## src/rtl/hole_alloc_pkg.sv

```systemverilog
package hole_alloc_pkg;

    typedef enum logic [1:0] {
        POL_FIRST = 2'd0,
        POL_BEST  = 2'd1,
        POL_WORST = 2'd2,
        POL_ALT   = 2'd3
    } policy_e;

    typedef enum logic [1:0] {
        ST_IDLE  = 2'd0,
        ST_SCAN  = 2'd1,
        ST_GRANT = 2'd2
    } state_e;

endpackage

```

## src/rtl/hole_alloc_table.sv

```systemverilog
module hole_alloc_table #(
    parameter int DEPTH  = 8,
    parameter int ADDR_W = 16,
    parameter int SIZE_W = 16,
    localparam int IDX_W = (DEPTH > 1) ? $clog2(DEPTH) : 1
) (
    input  logic              clk,
    input  logic              rst_n,
    input  logic [IDX_W-1:0]  rd_idx,
    output logic              rd_valid,
    output logic [ADDR_W-1:0] rd_base,
    output logic [SIZE_W-1:0] rd_size,
    input  logic              ins_en,
    input  logic [ADDR_W-1:0] ins_base,
    input  logic [SIZE_W-1:0] ins_size,
    input  logic              upd_en,
    input  logic              upd_kill,
    input  logic [IDX_W-1:0]  upd_idx,
    input  logic [ADDR_W-1:0] upd_base,
    input  logic [SIZE_W-1:0] upd_size,
    output logic              full
);

    logic [DEPTH-1:0]  vld_q;
    logic [ADDR_W-1:0] base_q [DEPTH];
    logic [SIZE_W-1:0] size_q [DEPTH];
    logic [IDX_W-1:0]  free_idx;

    // Lowest empty slot: walk downward so the lowest index is written last.
    always_comb begin
        free_idx = '0;
        full     = 1'b1;
        for (int i = DEPTH - 1; i >= 0; i--) begin
            if (!vld_q[i]) begin
                free_idx = IDX_W'(i);
                full     = 1'b0;
            end
        end
    end

    assign rd_valid = vld_q[rd_idx];
    assign rd_base  = base_q[rd_idx];
    assign rd_size  = size_q[rd_idx];

    generate
        for (genvar g = 0; g < DEPTH; g++) begin : g_slot
            always_ff @(posedge clk) begin
                if (!rst_n) begin
                    vld_q[g]  <= 1'b0;
                    base_q[g] <= '0;
                    size_q[g] <= '0;
                end else if (ins_en && !full && free_idx == IDX_W'(g)) begin
                    vld_q[g]  <= 1'b1;
                    base_q[g] <= ins_base;
                    size_q[g] <= ins_size;
                end else if (upd_en && upd_idx == IDX_W'(g)) begin
                    vld_q[g]  <= !upd_kill;
                    base_q[g] <= upd_base;
                    size_q[g] <= upd_size;
                end
            end
        end
    endgenerate

endmodule

```

## src/rtl/hole_alloc_pick.sv

```systemverilog
module hole_alloc_pick
    import hole_alloc_pkg::*;
#(
    parameter int SIZE_W = 16
) (
    input  policy_e           policy,
    input  logic [SIZE_W-1:0] need,
    input  logic              ent_valid,
    input  logic [SIZE_W-1:0] ent_size,
    input  logic              have_pick,
    input  logic [SIZE_W-1:0] pick_size,
    output logic              take
);

    logic eligible;

    assign eligible = ent_valid && (ent_size >= need);

    // Strict comparisons keep the earlier (lower-index) pick on a tie.
    always_comb begin
        unique case (policy)
            POL_BEST:  take = eligible && (!have_pick || ent_size < pick_size);
            POL_WORST: take = eligible && (!have_pick || ent_size > pick_size);
            default:   take = eligible && !have_pick;
        endcase
    end

endmodule

```

## src/rtl/hole_alloc.sv

```systemverilog
module hole_alloc
    import hole_alloc_pkg::*;
#(
    parameter int DEPTH  = 8,
    parameter int ADDR_W = 16,
    parameter int SIZE_W = 16
) (
    input  logic              clk,
    input  logic              rst_n,
    input  logic              req_valid,
    output logic              req_ready,
    input  logic [SIZE_W-1:0] req_size,
    input  logic [1:0]        req_policy,
    output logic              gnt_valid,
    output logic              gnt_fail,
    output logic [ADDR_W-1:0] gnt_base,
    input  logic              ret_valid,
    output logic              ret_ready,
    input  logic [ADDR_W-1:0] ret_base,
    input  logic [SIZE_W-1:0] ret_size,
    output logic              ret_overflow
);

    localparam int IDX_W = (DEPTH > 1) ? $clog2(DEPTH) : 1;
    localparam logic [IDX_W-1:0] LAST_IDX = IDX_W'(DEPTH - 1);

    state_e            state_q, state_d;
    policy_e           pol_q;
    logic [IDX_W-1:0]  idx_q;
    logic [SIZE_W-1:0] need_q;
    logic              found_q;
    logic [IDX_W-1:0]  pick_idx_q;
    logic [ADDR_W-1:0] pick_base_q;
    logic [SIZE_W-1:0] pick_size_q;

    logic              ent_valid;
    logic [ADDR_W-1:0] ent_base;
    logic [SIZE_W-1:0] ent_size;
    logic              take;
    logic              full;
    logic              ins_en;
    logic              upd_en;
    logic              upd_kill;
    logic              accept;

    hole_alloc_table #(
        .DEPTH (DEPTH),
        .ADDR_W(ADDR_W),
        .SIZE_W(SIZE_W)
    ) table_i (
        .clk     (clk),
        .rst_n   (rst_n),
        .rd_idx  (idx_q),
        .rd_valid(ent_valid),
        .rd_base (ent_base),
        .rd_size (ent_size),
        .ins_en  (ins_en),
        .ins_base(ret_base),
        .ins_size(ret_size),
        .upd_en  (upd_en),
        .upd_kill(upd_kill),
        .upd_idx (pick_idx_q),
        .upd_base(pick_base_q + ADDR_W'(need_q)),
        .upd_size(pick_size_q - need_q),
        .full    (full)
    );

    hole_alloc_pick #(
        .SIZE_W(SIZE_W)
    ) pick_i (
        .policy   (pol_q),
        .need     (need_q),
        .ent_valid(ent_valid),
        .ent_size (ent_size),
        .have_pick(found_q),
        .pick_size(pick_size_q),
        .take     (take)
    );

    assign accept   = req_valid && (state_q == ST_IDLE);
    assign ins_en   = ret_valid && (state_q == ST_IDLE);
    assign upd_en   = (state_q == ST_GRANT) && found_q;
    assign upd_kill = (pick_size_q == need_q);

    // Next-state logic
    always_comb begin
        state_d = state_q;
        unique case (state_q)
            ST_IDLE:  if (accept) state_d = ST_SCAN;
            ST_SCAN: begin
                if (take && (pol_q == POL_FIRST || pol_q == POL_ALT)) state_d = ST_GRANT;
                else if (idx_q == LAST_IDX)                           state_d = ST_GRANT;
            end
            ST_GRANT: state_d = ST_IDLE;
            default:  state_d = ST_IDLE;
        endcase
    end

    // State and scan registers
    always_ff @(posedge clk) begin
        if (!rst_n) begin
            state_q     <= ST_IDLE;
            pol_q       <= POL_FIRST;
            idx_q       <= '0;
            need_q      <= '0;
            found_q     <= 1'b0;
            pick_idx_q  <= '0;
            pick_base_q <= '0;
            pick_size_q <= '0;
        end else begin
            state_q <= state_d;
            if (accept) begin
                pol_q   <= policy_e'(req_policy);
                need_q  <= req_size;
                idx_q   <= '0;
                found_q <= 1'b0;
            end else if (state_q == ST_SCAN) begin
                idx_q <= idx_q + IDX_W'(1);
                if (take) begin
                    found_q     <= 1'b1;
                    pick_idx_q  <= idx_q;
                    pick_base_q <= ent_base;
                    pick_size_q <= ent_size;
                end
            end
        end
    end

    // Outputs
    always_comb begin
        req_ready    = (state_q == ST_IDLE);
        ret_ready    = (state_q == ST_IDLE);
        gnt_valid    = (state_q == ST_GRANT);
        gnt_fail     = (state_q == ST_GRANT) && !found_q;
        gnt_base     = (state_q == ST_GRANT && found_q) ? pick_base_q : '0;
        ret_overflow = ins_en && full;
    end

endmodule

```

## config.mk

```make
export PLATFORM = sky130hd
export DESIGN_NAME = hole_alloc
export DESIGN_NICKNAME = d
export VERILOG_FILES = /design/src/rtl/hole_alloc_pkg.sv /design/src/rtl/hole_alloc_table.sv /design/src/rtl/hole_alloc_pick.sv /design/src/rtl/hole_alloc.sv
export SDC_FILE = /design/constraint.sdc
export NUM_CORES = 1
export LEC_CHECK = 0
export BUFFER_PORTS_ARGS = -buffer_cell sky130_fd_sc_hd__buf_2
export CORE_MARGIN = 2
export CORE_UTILIZATION = 30
export DETAILED_ROUTE_END_ITERATION = 8
export PLACE_DENSITY_LB_ADDON = 0.3
export SYNTH_ARGS = -nofsm -noshare
export SYNTH_HDL_FRONTEND = slang
export SYNTH_SLANG_ARGS = --single-unit
```

## constraint.sdc

```tcl
create_clock -name clk -period 4 [get_ports clk]
set_input_delay 0.6 -clock clk [delete_from_list [all_inputs] [get_ports clk]]
set_output_delay 0.6 -clock clk [all_outputs]
set_load 0.02 [all_outputs]
```

==> out/metrics.cfg <==
[power_and_ir_drop]
intPower_mw = 6.246
power_density_nw_per_um2 = 423.8
leakagePower_nw = 7.293
seqPwrFrac = 0.450
clkPwrFrac = 0.401
max-vdd-ir-drop_mv = 0.2317
sw_frac_of_total = 0.2748
pwr-share-comb = 0.149
p_switching_mw = 2.366
fin_total_pwr_mw = 8.612

[global_routing]
grt_pass1_vias = 12997
grt_max_degree = 72
grt_overflow = 0
antenna_found_initial = 8
grt_use_total = 0.1927
grt_pass1_wl_mm = 85.99

[final_layout]
final_cell_mix = edfxtp_1, a22o_1, nand2_1, o21ai_0, buf_2
area_growth_pct = 14.97
final_nets = 1652
final_util = 0.3508
layout_commonest_cell = edfxtp_1
drive_above_1_share = 0.2118

[synth]
ys_dominant_reg_cell = edfxtp_1
ys_seq_area_frac = 0.5143
async_flop_share = 0
mappedNetlistNets = 1606
yosysUniqueCellTypes = 71
synth_seq_cells = 326
yosysWarnings = 0
synth_edf_count = 256
synthCells = 1485
syn_area_per_cell_um2 = 11.90
netlist_area_um2 = 17670

[clock_network]
htree_levels = 2
cts-root-buf = clkbuf_16
cts_tree = done
clkTransAtPathRegs_ns = 0.06
cts_made_buffers = 36
cts_buffer_depth = 3
clkLatencyLatePin_ns = 0.57
clkSinkCount = 326
hold_buffers = 0

[floorplan]
die_area_um2 = 60870
row_count = 88
die-height_um = 246.7
core-area_um2 = 57920
io_pins = 75
die_width_um = 246.7
initial_core_util = 0.3052

[detailed_routing]
via_per_inst = 5.663
route.detailed.wl_per_inst_um = 25.51
ant_nets = 0
vias = 13167
drcViolationCount = 0
dr.pass1.iters = 5
wl_mm = 59.31
first_iter_violations = 1378

[timing]
max_slew_margin = 0.2464
timing.final.hold_violations = 0
slew_violations = 0
fmax_mhz = 262.9
finClkSkew_ns = 0.01678
min_period_over_period = 0.9508
setup_slack_ns = 0.1969
rsz0062_at_grt = no
min_period_ns = 3.803
setup_viol = 0
worst_pin_slew_ns = 1.122
tns_ns = 0

[place]
dpl.hpwl_mm = 38.10
place_congestion = 0.8653
pre_cts_slack_ns = 0.09833
port_buffers = 74

[outcome]
run_status = complete, no violations

[critical_path]
crit_fanout = 35
crit_path_start_kind = flip-flop
ff2ff_path_depth = 13
critical_path_class = flip-flop to flip-flop
required_ns = 4.47
reg2reg_to = pick_size_q[13]
end_kind = flip-flop
crit_end = pick_size_q[13]
r2r_slack_ns = 0.20
arrival_ns = 4.28

[job]
drv_cap = 0

[worst_hold_path]
hold_class = input pin to flip-flop

## metal layers
layer / track usage / vias to the layer above / wire [um]
met5: 0 / - / 63
met4: 0.06343 / 12 / 1952
met3: 0.03994 / 123 / 5397
li1: - / 5854 / -
met2: 0.3055 / 600 / 26770
met1: 0.2625 / 6578 / 25130
## worst max-delay path, stage by stage, from the launching register on
cell      delay [ns]
dfxtp_2         0.35
buf_4           0.25
mux4_2          0.53
mux2_2          0.33
ha_1            0.33
a21oi_1         0.17
o21a_1          0.14
nor3_1          0.06
or4_1           0.55
a311oi_4        0.37
buf_4           0.20
buf_12          0.22
nand3_1         0.10
o31ai_1         0.09
## flip-flops by register name (all words and copies together), names as in the netlist, named ones only
name	count
pick_size_q	16
pol_q	2
table_i.vld_q	8
found_q	1
table_i.base_q	128
need_q	16
pick_idx_q	3
state_q	2
table_i.size_q	128
pick_base_q	16
idx_q	3
## synth_stat cells, drive strengths merged, types with 7 or more instances
| library cell | instances | area (um^2) |
|---|---|---|
| nand4 | 9 | 56.30 |
| or2 | 7 | 43.79 |
| nand2 | 131 | 491.7 |
| a21o | 9 | 67.56 |
| nand2b | 8 | 50.05 |
| a21oi | 68 | 340.3 |
| a22oi | 11 | 82.58 |
| mux2 | 18 | 202.7 |
| mux2i | 25 | 250.2 |
| o21a | 11 | 82.58 |
| nor2b | 14 | 87.58 |
| nor2 | 82 | 307.8 |
| clkbuf | 65 | 244.0 |
| o21ai | 79 | 395.4 |
| o31ai | 15 | 112.6 |
| o221a | 11 | 123.9 |
| buf | 61 | 289.0 |
| nand3 | 37 | 185.2 |
| dfxtp | 70 | 1401 |
| a22o | 168 | 1471 |
| nor3 | 15 | 80.08 |
| a211oi | 23 | 227.7 |
| xnor2 | 11 | 96.34 |
| ha | 65 | 813.3 |
| inv | 47 | 176.4 |
| xor2 | 8 | 70.07 |
| edfxtp | 256 | 7687 |
| mux4 | 66 | 1486 |
| and3 | 25 | 156.4 |
## power by group through the flow
stage | Combinational [mW] | Clock [mW] | Sequential, mW
floorplan | 0.815 | 0 | 3.91
global placement | 1.24 | 0 | 3.95
detailed placement | 1.25 | 0 | 3.95
CTS | 1.26 | 3.51 | 3.88
global route | 1.38 | 3.62 | 3.89
finish | 1.28 | 3.45 | 3.88
## per-stage QoR
step,std cells,cell area (um^2),hold slack [ns]
6_report,2325,20320,0.2868
3_3_place_gp,2255,19070,0.4496
3_5_place_dp,2255,19070,0.4571
5_1_grt,2324,20320,0.2935
2_1_floorplan,1485,17670,0.4363
4_1_cts,2320,20260,0.2618
## timing repair
| item | CTS | global route |
|---|---|---|
| buffers inserted | 0 | 1 |
| gates resized for setup | 0 | 5 |
| setup endpoints to repair | 0 | 32 |
## kinds of logic after synthesis
| logic type | after synthesis | share of synthesized area |
|---|---|---|
| flops | 326 | 0.5143 |
| buf+inv | 173 | 0.04014 |
| mux | 109 | 0.1097 |
| compound gates | 437 | 0.1851 |
| simple gates | 354 | 0.09310 |
| xor+xnor | 19 | 0.009416 |
| fa+ha+maj | 67 | 0.04828 |
## worst min-delay path by stage
| stage | startpoint | cells past startpoint | slack [ns] | endpoint |
|---|---|---|---|---|
| after detailed placement | pol_q[0] | 2 | 0.46 | pol_q[0] |
| after global placement | pol_q[0] | 2 | 0.45 | pol_q[0] |
| after CTS | req_size[12] | 3 | 0.26 | need_q[12] |
| after global routing | req_policy[1] | 3 | 0.29 | pol_q[1] |
| final | req_size[15] | 3 | 0.29 | need_q[15] |
| after floorplan | pol_q[0] | 2 | 0.44 | pol_q[0] |
## cell type report
cell class,instances,area [um^2]
sequential,326,9092
inverter,47,177.7
multi-input combinational,986,7950
clock buffer,48,975.9
tap,765,957.2
clock inverter,17,219.0
fill,5708,37600
antenna,2,5.005
timing repair buffer,134,942.2
No activity file was read; power rests on OpenSTA's default activity.
